===== src/rtl/flush_ctrl_pkg.sv =====
package flush_ctrl_pkg;
  localparam int BIT_MST_IDLE = 31;
  localparam int BIT_DMA_REQ  = 30;
  localparam int SEL_LSB      = 6;
  localparam int BIT_TX_CMD   = 5;
  localparam int BIT_RX_CMD   = 4;
  localparam int BIT_TOK_CMD  = 3;
  localparam int BIT_FRM_CMD  = 2;
  localparam int WORD_W       = 32;
endpackage


===== src/rtl/flush_seq.sv =====
// Pending -> wait target idle -> hold active for CYCLES clocks -> clear.
module flush_seq #(
  parameter int CYCLES = 8
) (
  input  logic clk,
  input  logic rst,
  input  logic start_req,
  input  logic target_idle,
  output logic pending_o,
  output logic active_o
);
  localparam int CW = (CYCLES > 1) ? $clog2(CYCLES) : 1;
  localparam logic [CW-1:0] LAST = CW'(CYCLES - 1);

  logic [CW-1:0] cnt;

  always_ff @(posedge clk) begin
    if (rst) begin
      pending_o <= 1'b0;
      active_o  <= 1'b0;
      cnt       <= '0;
    end else if (!pending_o) begin
      if (start_req) pending_o <= 1'b1;
    end else if (!active_o) begin
      if (target_idle) begin
        active_o <= 1'b1;
        cnt      <= '0;
      end
    end else if (cnt == LAST) begin
      active_o  <= 1'b0;
      pending_o <= 1'b0;
    end else begin
      cnt <= cnt + 1'b1;
    end
  end
endmodule


===== src/rtl/frame_ctr.sv =====
module frame_ctr #(
  parameter int W = 11
) (
  input  logic         clk,
  input  logic         rst,
  input  logic         sof_tick,
  input  logic         clr_req,
  output logic         pend_o,
  output logic [W-1:0] frame_o
);
  always_ff @(posedge clk) begin
    if (rst) begin
      frame_o <= '0;
      pend_o  <= 1'b0;
    end else begin
      if (sof_tick) begin
        frame_o <= pend_o ? '0 : frame_o + 1'b1;
        pend_o  <= 1'b0;
      end
      if (clr_req && !pend_o) pend_o <= 1'b1;
    end
  end
endmodule


===== src/rtl/fifo_flush_ctrl.sv =====
module fifo_flush_ctrl
  import flush_ctrl_pkg::*;
#(
  parameter int NUM_TX  = 16,
  parameter int FLUSH_CYCLES = 8,
  parameter int FRAME_W = 11
) (
  input  logic              clk,
  input  logic              rst,
  input  logic              reg_wr_en,
  input  logic [31:0]       reg_wr_data,
  output logic [31:0]       reg_rd_data,
  input  logic              master_idle_i,
  input  logic              dma_req_i,
  input  logic [NUM_TX-1:0] tx_busy_i,
  input  logic              rx_busy_i,
  output logic [NUM_TX-1:0] tx_flush_o,
  output logic              rx_flush_o,
  output logic              tokq_flush_o,
  input  logic              sof_tick_i,
  output logic [FRAME_W-1:0] frame_num_o
);
  localparam int SEL_W = $clog2(NUM_TX) + 1;
  localparam logic [SEL_W-1:0] SEL_ALL = SEL_W'(NUM_TX);

  logic [SEL_W-1:0] sel_q;
  logic             st_idle_q, st_dma_q;
  logic             tok_pend_q;
  logic             tx_pend, tx_act, rx_pend, rx_act, frm_pend;
  logic             tx_target_idle;

  // Status sampling and selector field
  always_ff @(posedge clk) begin
    if (rst) begin
      st_idle_q <= 1'b1;
      st_dma_q  <= 1'b0;
      sel_q     <= '0;
    end else begin
      st_idle_q <= master_idle_i;
      st_dma_q  <= dma_req_i;
      if (reg_wr_en && !tx_pend)
        sel_q <= reg_wr_data[SEL_LSB +: SEL_W];
    end
  end

  // Token queue one-shot
  always_ff @(posedge clk) begin
    if (rst) begin
      tok_pend_q   <= 1'b0;
      tokq_flush_o <= 1'b0;
    end else begin
      tokq_flush_o <= tok_pend_q;
      if (tok_pend_q) tok_pend_q <= 1'b0;
      else if (reg_wr_en && reg_wr_data[BIT_TOK_CMD]) tok_pend_q <= 1'b1;
    end
  end

  always_comb begin
    if (sel_q < SEL_ALL)       tx_target_idle = !tx_busy_i[sel_q[SEL_W-2:0]];
    else if (sel_q == SEL_ALL) tx_target_idle = ~|tx_busy_i;
    else                       tx_target_idle = 1'b1;
  end

  flush_seq #(.CYCLES(FLUSH_CYCLES)) u_tx_seq (
    .clk(clk), .rst(rst),
    .start_req(reg_wr_en && reg_wr_data[BIT_TX_CMD]),
    .target_idle(tx_target_idle),
    .pending_o(tx_pend), .active_o(tx_act)
  );

  flush_seq #(.CYCLES(FLUSH_CYCLES)) u_rx_seq (
    .clk(clk), .rst(rst),
    .start_req(reg_wr_en && reg_wr_data[BIT_RX_CMD]),
    .target_idle(!rx_busy_i),
    .pending_o(rx_pend), .active_o(rx_act)
  );

  frame_ctr #(.W(FRAME_W)) u_frame (
    .clk(clk), .rst(rst),
    .sof_tick(sof_tick_i),
    .clr_req(reg_wr_en && reg_wr_data[BIT_FRM_CMD]),
    .pend_o(frm_pend), .frame_o(frame_num_o)
  );

  for (genvar i = 0; i < NUM_TX; i++) begin : g_tx_strobe
    assign tx_flush_o[i] = tx_act && ((sel_q == SEL_W'(i)) || (sel_q == SEL_ALL));
  end

  assign rx_flush_o = rx_act;

  always_comb begin
    reg_rd_data                       = '0;
    reg_rd_data[BIT_MST_IDLE]         = st_idle_q;
    reg_rd_data[BIT_DMA_REQ]          = st_dma_q;
    reg_rd_data[SEL_LSB +: SEL_W]     = sel_q;
    reg_rd_data[BIT_TX_CMD]           = tx_pend;
    reg_rd_data[BIT_RX_CMD]           = rx_pend;
    reg_rd_data[BIT_TOK_CMD]          = tok_pend_q;
    reg_rd_data[BIT_FRM_CMD]          = frm_pend;
  end
endmodule


===== config.mk =====
export PLATFORM = sky130hd
export DESIGN_NAME = fifo_flush_ctrl
export DESIGN_NICKNAME = d
export VERILOG_FILES = /design/src/rtl/flush_ctrl_pkg.sv /design/src/rtl/flush_seq.sv /design/src/rtl/frame_ctr.sv /design/src/rtl/fifo_flush_ctrl.sv
export SDC_FILE = /design/constraint.sdc
export NUM_CORES = 1
export LEC_CHECK = 0
export ABC_CLOCK_PERIOD_IN_PS = 1790
export BUFFER_PORTS_ARGS = -buffer_cell sky130_fd_sc_hd__buf_2
export CAP_MARGIN = 15
export CORE_MARGIN = 2
export CORE_UTILIZATION = 35
export DETAILED_ROUTE_END_ITERATION = 10
export GPL_ROUTABILITY_DRIVEN = 0
export GPL_TIMING_DRIVEN = 0
export HOLD_SLACK_MARGIN = 0.1
export PLACE_DENSITY = 0.66
export SLEW_MARGIN = 25
export SYNTH_ARGS = -nofsm -noshare
export SYNTH_HDL_FRONTEND = slang
export SYNTH_SLANG_ARGS = --single-unit
export TNS_END_PERCENT = 20

===== constraint.sdc =====
create_clock -name clk -period 1.79 [get_ports clk]
set_clock_uncertainty 0.05 [all_clocks]
set_input_delay 0.0895 -clock clk [delete_from_list [all_inputs] [get_ports clk]]
set_output_delay 0.0895 -clock clk [all_outputs]
set_load 0.05 [all_outputs]

; ---- Word-level counts from Yosys, hierarchy flattened
; Index checks and enable logic that the tools add are counted.
; W data, S select, Z words.
[totals]
regBits = 31
in_bits = 55
output_inout_bits = 61
word_cells = 114
[classes]
n_addsub = 3
n_lt_le_gt_ge = 2
eq_ne = 21
n_mux = 26
reduce_logical = 49
[ops]
columns = cell, n
row1 = $eq A5 B4 Y1 const B, 8
row2 = $logic_and A1 B1 Y1, 22
row3 = $eq A5 B3 Y1 const B, 4
row4 = $mux W1, 18
row5 = $mux W3, 6
row6 = $logic_or A1 B1 Y1, 16
row7 = $reduce_or A16 Y1, 1
row8 = $add A11 B1 Y11 const B, 1
row9 = $mux W11, 1
row10 = $eq A5 B2 Y1 const B, 2
row11 = $add A3 B1 Y3 const B, 2
row12 = $eq A3 B3 Y1 const B, 2
row13 = $reduce_and A3 Y1, 2
row14 = $eq A5 B1 Y1 const B, 1
row15 = $eq A5 B5 Y1 const B, 1
row16 = $logic_not A5 Y1, 1
row17 = $lt A4 B5 Y1 const B, 1
row18 = $lt A5 B5 Y1 const B, 1
row19 = $bmux W1 S4, 1
row20 = $logic_not A1 Y1, 4
row21 = $ne A2 B2 Y1 const B, 2
row22 = $reduce_bool A2 Y1, 2
row23 = $ne A2 B1 Y1 const B, 1
row24 = $reduce_or A2 Y1, 1

; ---- Logic depth before layout (Yosys ltp)
; Gate-level depths: netlist of the first run.
[logic_depth]
depth_word = 6
mapped_depth = 7

; ---- Hierarchy
; A second synthesis of the first run with hierarchy kept.
[unflattened]
cells_unflattened = 258
hier_area_um2 = 2059.5
[modules_own_cells]
columns = mod, instances, cells_per_inst, area_each_um2, seq_area_each_um2
row1 = fifo_flush_ctrl, 1, 142, 1048.5, 180.2
row2 = frame_ctr, 1, 60, 548.0, 240.2
row3 = flush_seq, 2, 28, 231.5, 100.1

; ---- Least setup slack after synthesis of the first run
; Ideal clock, no wire load.
[synth_path]
path_type = reg-to-output
startpoint = reg sel_q[0]
endpoint = out tx_flush_o[1]
t_arrival_ns = 2.824
t_required_ns = 1.651
path_slack_ns = -1.174
path_stages_with_launch = 5
n_path_buf = 1
path_cell_list = dfxtp_1 dlymetal6s2s_1 nor2b_1 nor2_1 nor4_1
[synth_via]
elab_chain_len = 3
elab_cells_between_ends = 4
[synth_rtl]
columns = item, line
row1 = "start, declared", fifo_flush_ctrl.sv:26  ; logic [SEL_W-1:0] sel_q;
row2 = "start signal, assigned", fifo_flush_ctrl.sv:42  ; sel_q <= reg_wr_data[SEL_LSB +: SEL_W];
row3 = $eq A5 B1 Y1 / $eq A5 B5 Y1 (equally long branches), fifo_flush_ctrl.sv:86  ; assign tx_flush_o[i] = tx_act && ((sel_q == SEL_W'(i)) || (sel_q == SEL_ALL));
row4 = $logic_or A1 B1 Y1 *, fifo_flush_ctrl.sv:86
row5 = $logic_and A1 B1 Y1 *, fifo_flush_ctrl.sv:86
row6 = "end, declared", fifo_flush_ctrl.sv:17  ; output logic [NUM_TX-1:0] tx_flush_o,
; Mark *: on every way between the ends. The rest lies on a longest branch, timed or not.

; ---- Worst setup path in the final report of the first run
[layout_path]
startpoint = reg sel_q[0]
endpoint = reg u_tx_seq.cnt[0]
[layout_via]
elab_chain_len = 6
elab_cells_between_ends = 9
[layout_rtl]
columns = item, line
row1 = $bmux W1 S4, fifo_flush_ctrl.sv:59  ; if (sel_q < SEL_ALL) tx_target_idle = !tx_busy_i[sel_q[SEL_W-2:0]];
row2 = $mux W1 (not written as such), fifo_flush_ctrl.sv:59
row3 = $logic_not A1 Y1, fifo_flush_ctrl.sv:59
row4 = $mux W1 *, fifo_flush_ctrl.sv:59
row5 = $reduce_bool A2 Y1 (no line) *, -
row6 = $reduce_and A3 Y1 (no line) *, -
row7 = "end signal, assigned", flush_seq.sv:33  ; cnt <= cnt + 1'b1;
row8 = "end, declared", flush_seq.sv:15  ; logic [CW-1:0] cnt;
; Mark *: on every way between the ends. The rest lies on a longest branch, timed or not. The select of a mux whose other input is x is not followed.
; A chain may end at the register's enable or synchronous reset.

==> metrics.yaml, run 1 <==
flow_run:
  cap_violations: 0
floorplanning:
  core.rowCount: 27
  die_area_mm2: 0.00623
  die_height_um: 78.9
  pin_count: 116
  die_w_um: 78.9
  start_util_pct: 35.9
  core_area_mm2: 0.00547
power:
  ir_worst_vdd_mv: 0.367
  power_density_mw_per_mm2: 643
  total_power_mw: 1.97
  leakage_nw: 1.39
sta:
  setup_viol_count_final: 4
  post-route-min-period_ns: 1.84
  slew_violations: 0
  hold_violations: 0
  finalCritPeriodShare_pct: 103
  rsz0062_at_grt: "yes"
  whs_ns: 0.126
  max_freq_ghz: 0.544
  fin_ws_ns: -0.0473
synth:
  syn_avg_cell_area_um2: 8.40
  ys_types: 49
  synthArstFlopShare_pct: 0
  synth_top_cell_by_area: "dfxtp_1"
  postSynthCellCount: 234
  syn-cell-area_mm2: 0.00197
  synth-seq-cells: 31
  yosysWarnings: 0
  synthFlopType: "dfxtp_1"
  ys_seq_area_share_pct: 31.6
  netlist.area_leader.share_pct: 31.6
  synth_edf_count: 0
  yosysMostFrequentCell: "nor2_1"
  yosys-top-cells-area: "dfxtp_1, buf_4, nor2_1"
  ys_top_cells_by_count: "nor2_1, dfxtp_1, buf_4"
placed_design:
  port_buffers: 70
  dp_slack_ns: -0.152
  dp_hpwl_um: 3730
  placed_area_mm2: 0.00263
  place_inst: 396
setup_path:
  critical_path_arrival_ns: 1.96
  cp_max_fo: 5
  path_cells: "mux4_2 > and3_4 > a31o_4 > o311ai_4 > a21oi_1"
  crit_slowest_cell: "mux4_2"
  slowest_delay_ns: 0.52
  critPathKind: "register to register"
  worst_ep_required_time_ns: 1.91
  cp-start-kind: "register"
  worstSetupEndpointType: "register"
clock_tree:
  cts_sinks: 31
  clock_latency_ns: 0.28
  cts_tree: "built"
  clkTransAtPathRegs_ns: 0.07
  cts_inserted_buffers: 5
  cts.path.max_buffers: 2
  htree_levels: 2
  cts_root_buffer: "clkbuf_8"
routing:
  firstDrtPassIters: 4
  routed_wl_um: 5550
  drt_iter0_drc: 85
  wire_per_inst_um: 13.2
  via_per_inst: 4.81
  vias: 2024
  final_antenna_net_count: 0
  drc: 0
global_route:
  grt_first_pass_wirelength_um: 8850
  grt_max_degree: 11
  gr-total-overflow: 0
  antenna_found_initial: 0
  grt.total_usage_pct: 17.7
  first_global_vias: 1933
layout:
  fin_cells: 421
  num_antenna_cells: 0
  fillerInstances: 515
  area_growth_pct: 56.3
  final_area_mm2: 0.00307
  drive_above_1_share_pct: 44.7
  nNetsFinal: 408
status:
  status: "finished, violations left"
  violations: "negative setup slack"
min_path:
  hold_class: "input port to register"
## worst paths after layout
check	slack, ns	endpoint	depth (start not counted)	startpoint
setup / recovery	-0.05	u_tx_seq.cnt[0]$_SDFFE_PP0P_	5	sel_q[0]$_SDFFE_PP0P_
hold / removal	0.13	u_rx_seq.pending_o$_SDFF_PP0_	3	reg_wr_en
setup reg to reg	-0.05	u_tx_seq.cnt[0]$_SDFFE_PP0P_	5	sel_q[0]$_SDFFE_PP0P_
hold reg to reg	0.40	tok_pend_q$_SDFF_PP0_	1	tok_pend_q$_SDFF_PP0_
## metrics by stage
step | util, % | setup TNS, ns
2_1_floorplan | - | -0.356
3_3_place_gp | 48.0 | -0.313
3_5_place_dp | 48.0 | -0.416
4_1_cts | 54.6 | -0.0179
5_1_grt | 56.1 | -0.485
6_report | 56.1 | -0.118
## flip-flops by register name, indices dropped and copies added (netlist names), 3 cells and up
| name | count |
|---|---|
| u_frame.frame_o | 11 |
| sel_q | 5 |
| u_rx_seq.cnt | 3 |
| u_tx_seq.cnt | 3 |
## worst max-delay path, delay by kind of cell (launching register included)
kind | cells | cell delay (ns)
multiplexers | 1 | 0.52
AO/OA/AOI/OAI | 3 | 0.57
AND/OR/NAND/NOR | 1 | 0.20
flip-flops | 1 | 0.38
## metal layers
metal	track usage, %	up-vias	routed length (um)
li1	-	1010	-
met4	8.10	0	138
met5	0	-	0
met3	4.20	14	261
met1	20.0	930	2250
met2	31.4	70	2900
## report_power, final
part / internal, mW / switching [mW] / leakage (nW) / total, mW
combinational: 0.228 / 0.394 / 1.08 / 0.622
sequential: 0.715 / 0.0360 / 0.255 / 0.751
clock: 0.350 / 0.251 / 0.0515 / 0.602
total: 1.29 / 0.681 / 1.39 / 1.97
## cell families (layout without fill, tap and decap cells)
kind of cell / Yosys count / in the layout / synth area share [%]
simple gates: 95 / 95 / 24.6
buf+inv: 41 / 136 / 14.3
compound gates: 39 / 39 / 13.5
flops: 31 / 31 / 31.6
xor+xnor: 11 / 11 / 4.90
mux: 11 / 11 / 7.77
fa+ha+maj: 5 / 5 / 3.18
other cells: 1 / 21 / 0.191
## cell usage in the layout (no fill, tap or decap), drive strengths merged, types with 6 or more instances in the layout
cell         synthesis  layout
nand3                6       6
nor3                 9       9
xor2                 6       6
conb                 1      21
mux2i                7       7
o21ai                6       6
buf                 32     104
nand2               10      10
a21oi               13      13
nor2                34      34
dlygate4sd3          0      15
clkbuf               6      15
dfxtp               31      31
nor4                 6       6
## layout make-up
cell class	count	area, um2	area share [%]
plain buffers	39	290	9.45
clock buffers	8	100	3.26
inverters	2	7.51	0.244
multi-input cells	182	1380	45.0
flip-flops and latches	31	629	20.5
well taps	72	90.1	2.93
repair buffers	87	573	18.7
## timing repair
item | in CTS | in global routing
hold buffers | 15 | 0
setup buffers | 2 | 0
hold endpoints to repair | 13 | 0
pin swaps | 3 | 5
gates cloned | 0 | 0
resized for setup | 31 | 21
endpoints found under the setup margin | 17 | 19
Note: power is estimated with default switching activity, not from simulation.
==> inputs of run 2 (changes only) <==
- CORE_UTILIZATION: 35 -> 39
- PLACE_DENSITY: 0.66 -> 0.73
==> run 2 against run 1 <==
The run still ends with negative setup slack left. Cell count decreased by 1.7%. Via count is 0.44% lower. Clock power decreased by 15%. Routed wire length decreased by 3.5%. Sequential share of layout area up 0.48 points. Sequential power barely moved. Critical path depth is the same. Register-to-register slack improved by 0.03 ns. Maximum frequency increased by 1.8%. Worst setup slack better by 0.032 ns.
==> metrics.yaml, run 2 (same netlist as run 1, synthesis figures left out) <==
status:
  status: "finished, violations left"
  violations: "negative setup slack"
placed_design:
  dp_hpwl_um: 3830
  port_buffers: 70
  dp_slack_ns: -0.163
routing:
  route.met2.wl_um: 2770
  drc: 0
  drt_iter0_drc: 69
  firstDrtPassIters: 4
  via_per_inst: 4.87
  wl_met1_um: 2140
  route.met3.wl_um: 267
  routed_wl_um: 5350
  wire_per_inst_um: 12.9
  top_layer: "met4"
  vias: 2015
  final_antenna_net_count: 0
global_route:
  gr-total-overflow: 0
  first_global_vias: 1855
  grt.total_usage_pct: 18.6
  grt_max_degree: 11
  antenna_found_initial: 0
  grt_first_pass_wirelength_um: 7940
floorplanning:
  die_height_um: 75.0
  pin_count: 116
  die_w_um: 75.0
  start_util_pct: 41.1
  core_area_mm2: 0.00479
  die_area_mm2: 0.00562
  core.rowCount: 25
sta:
  hold_violations: 0
  rsz0062_at_grt: "yes"
  max_freq_ghz: 0.554
  slew_violations: 0
  setup_viol_count_final: 4
  post-route-min-period_ns: 1.81
  fin_ws_ns: -0.0154
  finalCritPeriodShare_pct: 101
clock_tree:
  clkTransAtPathRegs_ns: 0.07
  cts.path.max_buffers: 2
  clock_latency_ns: 0.29
  cts_sinks: 31
  cts_inserted_buffers: 5
  cts_tree: "built"
  cts_root_buffer: "clkbuf_8"
  htree_levels: 2
setup_path:
  r2r_cells: 5
  worst_ep_required_time_ns: 1.90
  cp-start-kind: "register"
  crit_end: "u_tx_seq.cnt[0]$_SDFFE_PP0P_"
  crit_family: "compound AO/OA/AOI/OAI gates"
  critPathKind: "register to register"
  worst-r2r-setup-slack_ns: -0.02
  path_cells: "mux4_2 > and3_4 > a31o_4 > o311ai_1 > a21oi_1"
  critical_path_arrival_ns: 1.92
  r2r_start: "sel_q[0]$_SDFFE_PP0P_"
  setup.worst_path.start: "sel_q[0]$_SDFFE_PP0P_"
  slowest_delay_ns: 0.51
  cp_num_buf_inv: 0
  worstSetupEndpointType: "register"
  crit_slowest_cell: "mux4_2"
  crit-reg2reg-capture: "u_tx_seq.cnt[0]$_SDFFE_PP0P_"
  crit_cells: 5
  cp_max_fo: 5
power:
  ir_worst_vdd_mv: 0.474
  leakage_nw: 1.36
  power_density_mw_per_mm2: 620
  total_power_mw: 1.86
layout:
  reg_top3: "u_frame.frame_o x11, sel_q x5"
  drive_above_1_share_pct: 43.5
  largest_register_ffs: 11
  num_antenna_cells: 0
  area_growth_pct: 52.7
  regMostFlops: "u_frame.frame_o"
  multi_input_area_mm2: 0.00134
  final_common_cell: "buf_2"
  most-common-layout-cells: "buf_2, buf_4, nor2_1"
  nNetsFinal: 407
  regArea_um2: 629
  fillerInstances: 409
flow_run:
  cap_violations: 0
min_path:
  hold_class: "input port to register"
[run 2: cell count changes in the layout (fill, tap and decap cells not counted), sizes merged]
| cell | before | now |
|---|---|---|
| buf | 104 | 102 |
[run 2: area by class of cell]
class	count	share of cell area, %
timing repair buffer	86	19.3
multi-input combinational	182	44.5
inverter	2	0.250
tap	67	2.79
sequential	31	21.0
clock buffer	7	2.54
buffer	39	9.67
[run 2: timing repair]
| action | in CTS | in global routing |
|---|---|---|
| resized for setup | 27 | 25 |
| pin swaps | 1 | 2 |
| endpoints found under the hold margin | 13 | 0 |
| hold buffers | 15 | 0 |
| endpoints found under the setup margin | 16 | 20 |
| buffers inserted | 1 | 0 |
[run 2: how the worst min path moves through the flow]
| stage | cells past startpoint | start | endpoint |
|---|---|---|---|
| after floorplan | 1 | master_idle_i | st_idle_q$_SDFF_PP1_ |
| after global placement | 2 | master_idle_i | st_idle_q$_SDFF_PP1_ |
| after detailed placement | 2 | master_idle_i | st_idle_q$_SDFF_PP1_ |
| after CTS | 3 | reg_wr_en | u_rx_seq.pending_o$_SDFF_PP0_ |
| after global routing | 3 | reg_wr_en | u_rx_seq.pending_o$_SDFF_PP0_ |
| final | 3 | reg_wr_en | u_rx_seq.pending_o$_SDFF_PP0_ |
[run 2: power breakdown]
| group | leakage (nW) | total (mW) | internal [mW] | switching (mW) |
|---|---|---|---|---|
| logic | 1.07 | 0.601 | 0.219 | 0.382 |
| registers | 0.255 | 0.750 | 0.715 | 0.0351 |
| clock network | 0.0383 | 0.511 | 0.267 | 0.244 |
[run 2: worst reg2reg max path, delay by kind of cell (launching register included)]
family          cells  cell delay (ns)
compound gates      3             0.53
mux                 1             0.51
flops               1             0.39
simple gates        1             0.20
[run 2: per-stage QoR]
stage                     instance area [um2]  std cells  setup TNS, ns  util, %  hold WS (ns)
after CTS                                2930        414        -0.0194     61.3         0.116
final                                    3000        414        -0.0253     62.7         0.115
after global placement                   2620        391         -0.386     54.7         0.228
after floorplan                          2190        254         -0.356        -         0.143
after global routing                     3000        414         -0.466     62.7         0.129
after detailed placement                 2620        391         -0.521     54.7         0.231
[run 2: layer usage]
| metal | vias to the layer above | track usage, % |
|---|---|---|
| met5 | - | 0 |
| met4 | 0 | 11.1 |
| met3 | 17 | 3.48 |
| met2 | 68 | 31.3 |
| met1 | 923 | 22.0 |
| li1 | 1007 | - |
==> inputs of run 3 (changes only) <==
- PLACE_DENSITY: 0.73 -> 0.85
==> run 3 against run 2 <==
The run still ends with negative setup slack left. Sequential power about the same. Critical path depth unchanged. Non-clock buffer count increased by 2. Worst setup slack got worse by 0.0030 ns. Critical path type is now register to output port. Routed wire length increased by 13%. First-iteration DRC count increased to 2.6 times the previous value.
==> metrics.yaml, run 3 (same netlist as run 1, synthesis figures left out) <==
placed_design:
  dp_hpwl_um: 3940
  dp_slack_ns: -0.149
  port_buffers: 70
setup_path:
  worstSetupEndpointType: "output port"
  worst_ep_required_time_ns: 1.65
  cp-start-kind: "register"
  cp_max_fo: 8
  slowest_delay_ns: 0.43
  critical_path_arrival_ns: 1.67
  critPathKind: "register to output port"
  path_cells: "and2b_2 > and2_1 > a22oi_1 > nor2_2 > buf_2"
  crit_slowest_cell: "dfxtp_2"
routing:
  drc: 0
  route.met2.wl_um: 3160
  route.met3.wl_um: 295
  final_antenna_net_count: 0
  vias: 2125
  routed_wl_um: 6020
  via_per_inst: 5.10
  wire_per_inst_um: 14.4
  firstDrtPassIters: 5
  drt_iter0_drc: 176
  top_layer: "met4"
  wl_met1_um: 2350
floorplanning:
  core.rowCount: 25
  core_area_mm2: 0.00479
  die_area_mm2: 0.00562
  die_height_um: 75.0
  pin_count: 116
  die_w_um: 75.0
  start_util_pct: 41.1
layout:
  most-common-layout-cells: "buf_2, buf_4, nor2_1"
  area_growth_pct: 56.3
  regMostFlops: "u_frame.frame_o"
  utilization_pct: 64.2
  largest_register_ffs: 11
  reg_top3: "u_frame.frame_o x11, sel_q x5"
  drive_above_1_share_pct: 44.3
  nNetsFinal: 409
  fillerInstances: 393
  final_common_cell: "buf_2"
  num_antenna_cells: 0
sta:
  hold_violations: 0
  fin_ws_ns: -0.0183
  rsz0062_at_grt: "yes"
  max_freq_ghz: 0.553
  setup_viol_count_final: 1
  post-route-min-period_ns: 1.81
  finalCritPeriodShare_pct: 101
  slew_violations: 0
min_path:
  hold_class: "input port to register"
global_route:
  grt.total_usage_pct: 20.4
  first_global_vias: 1927
  gr-total-overflow: 0
  grt_first_pass_wirelength_um: 8740
  antenna_found_initial: 0
  grt_max_degree: 11
power:
  p_int_mw: 1.39
  total_power_mw: 2.09
  leakage_nw: 1.40
  power_switching_mw: 0.698
  p_comb_share_pct: 29.5
  clkPwrFrac_pct: 34.5
  seq_power_share_pct: 36.0
  power_density_mw_per_mm2: 679
  switching_share_pct: 33.5
  ir_worst_vdd_mv: 0.447
status:
  status: "finished, violations left"
  violations: "negative setup slack"
clock_tree:
  clock_latency_ns: 0.29
  clkTransAtPathRegs_ns: 0.07
  cts_tree: "built"
  cts_root_buffer: "clkbuf_8"
  htree_levels: 2
  cts_inserted_buffers: 5
  cts.path.max_buffers: 2
  cts_sinks: 31
flow_run:
  cap_violations: 0
## run 3: layout make-up
| cell class | count | area, um2 | share of cell area [%] |
|---|---|---|---|
| multi-input combinational | 182 | 1350 | 43.8 |
| tap | 67 | 83.8 | 2.73 |
| clock inverter | 2 | 35.0 | 1.14 |
| buffer | 39 | 290 | 9.45 |
| timing repair buffer | 88 | 594 | 19.3 |
| inverter | 2 | 7.51 | 0.244 |
| sequential | 31 | 634 | 20.6 |
| clock buffer | 6 | 82.6 | 2.69 |
## run 3: power groups by stage
stage / Sequential (mW) / Clock (mW) / Combinational, mW
2_1_floorplan: 0.798 / 0 / 0.392
3_3_place_gp: 0.760 / 0 / 0.527
3_5_place_dp: 0.762 / 0 / 0.534
4_1_cts: 0.747 / 0.733 / 0.584
5_1_grt: 0.754 / 0.771 / 0.651
6_report: 0.750 / 0.721 / 0.616
## run 3: what timing repair did
action / CTS / global route
gates resized for setup: 26 / 28
pin swaps: 1 / 3
hold buffers: 16 / 0
setup buffers: 2 / 0
hold endpoints to repair: 13 / 0
endpoints found under the setup margin: 15 / 19
## run 3: critical path, delay by kind of cell, from the launching register on
family | cells | cell delay (ns)
AOI/OAI and AO/OA | 1 | 0.10
and+or+nand+nor | 3 | 0.58
buffers and inverters | 1 | 0.28
DFF | 1 | 0.43
## run 3: per-stage QoR
step           TNS [ns]  hold slack, ns  area, um2  std cells
2_1_floorplan    -0.356           0.143       2190        254
3_3_place_gp     -0.282           0.227       2620        391
3_5_place_dp     -0.337           0.230       2620        391
4_1_cts         -0.0363           0.139       2990        417
5_1_grt          -0.464           0.192       3070        417
6_report        -0.0183           0.150       3070        417
## run 3: worst paths after layout
check	startpoint	to	slack, ns	cells after the start
worst max-delay path	sel_q[2]$_SDFFE_PP0P_	tx_flush_o[13]	-0.02	5
worst min-delay path	sof_tick_i	u_frame.frame_o[1]$_SDFFE_PP0P_	0.15	3
worst max register to register	sel_q[0]$_SDFFE_PP0P_	u_tx_seq.active_o$_SDFFE_PP0P_	0.01	5
worst min register to register	tok_pend_q$_SDFF_PP0_	tok_pend_q$_SDFF_PP0_	0.41	1
## run 3: per-layer routing
layer  global-route usage, %  up-vias
li1                        -     1004
met4                    8.93        0
met2                    36.1       88
met3                    4.42       21
met5                       0        -
met1                    23.5     1012
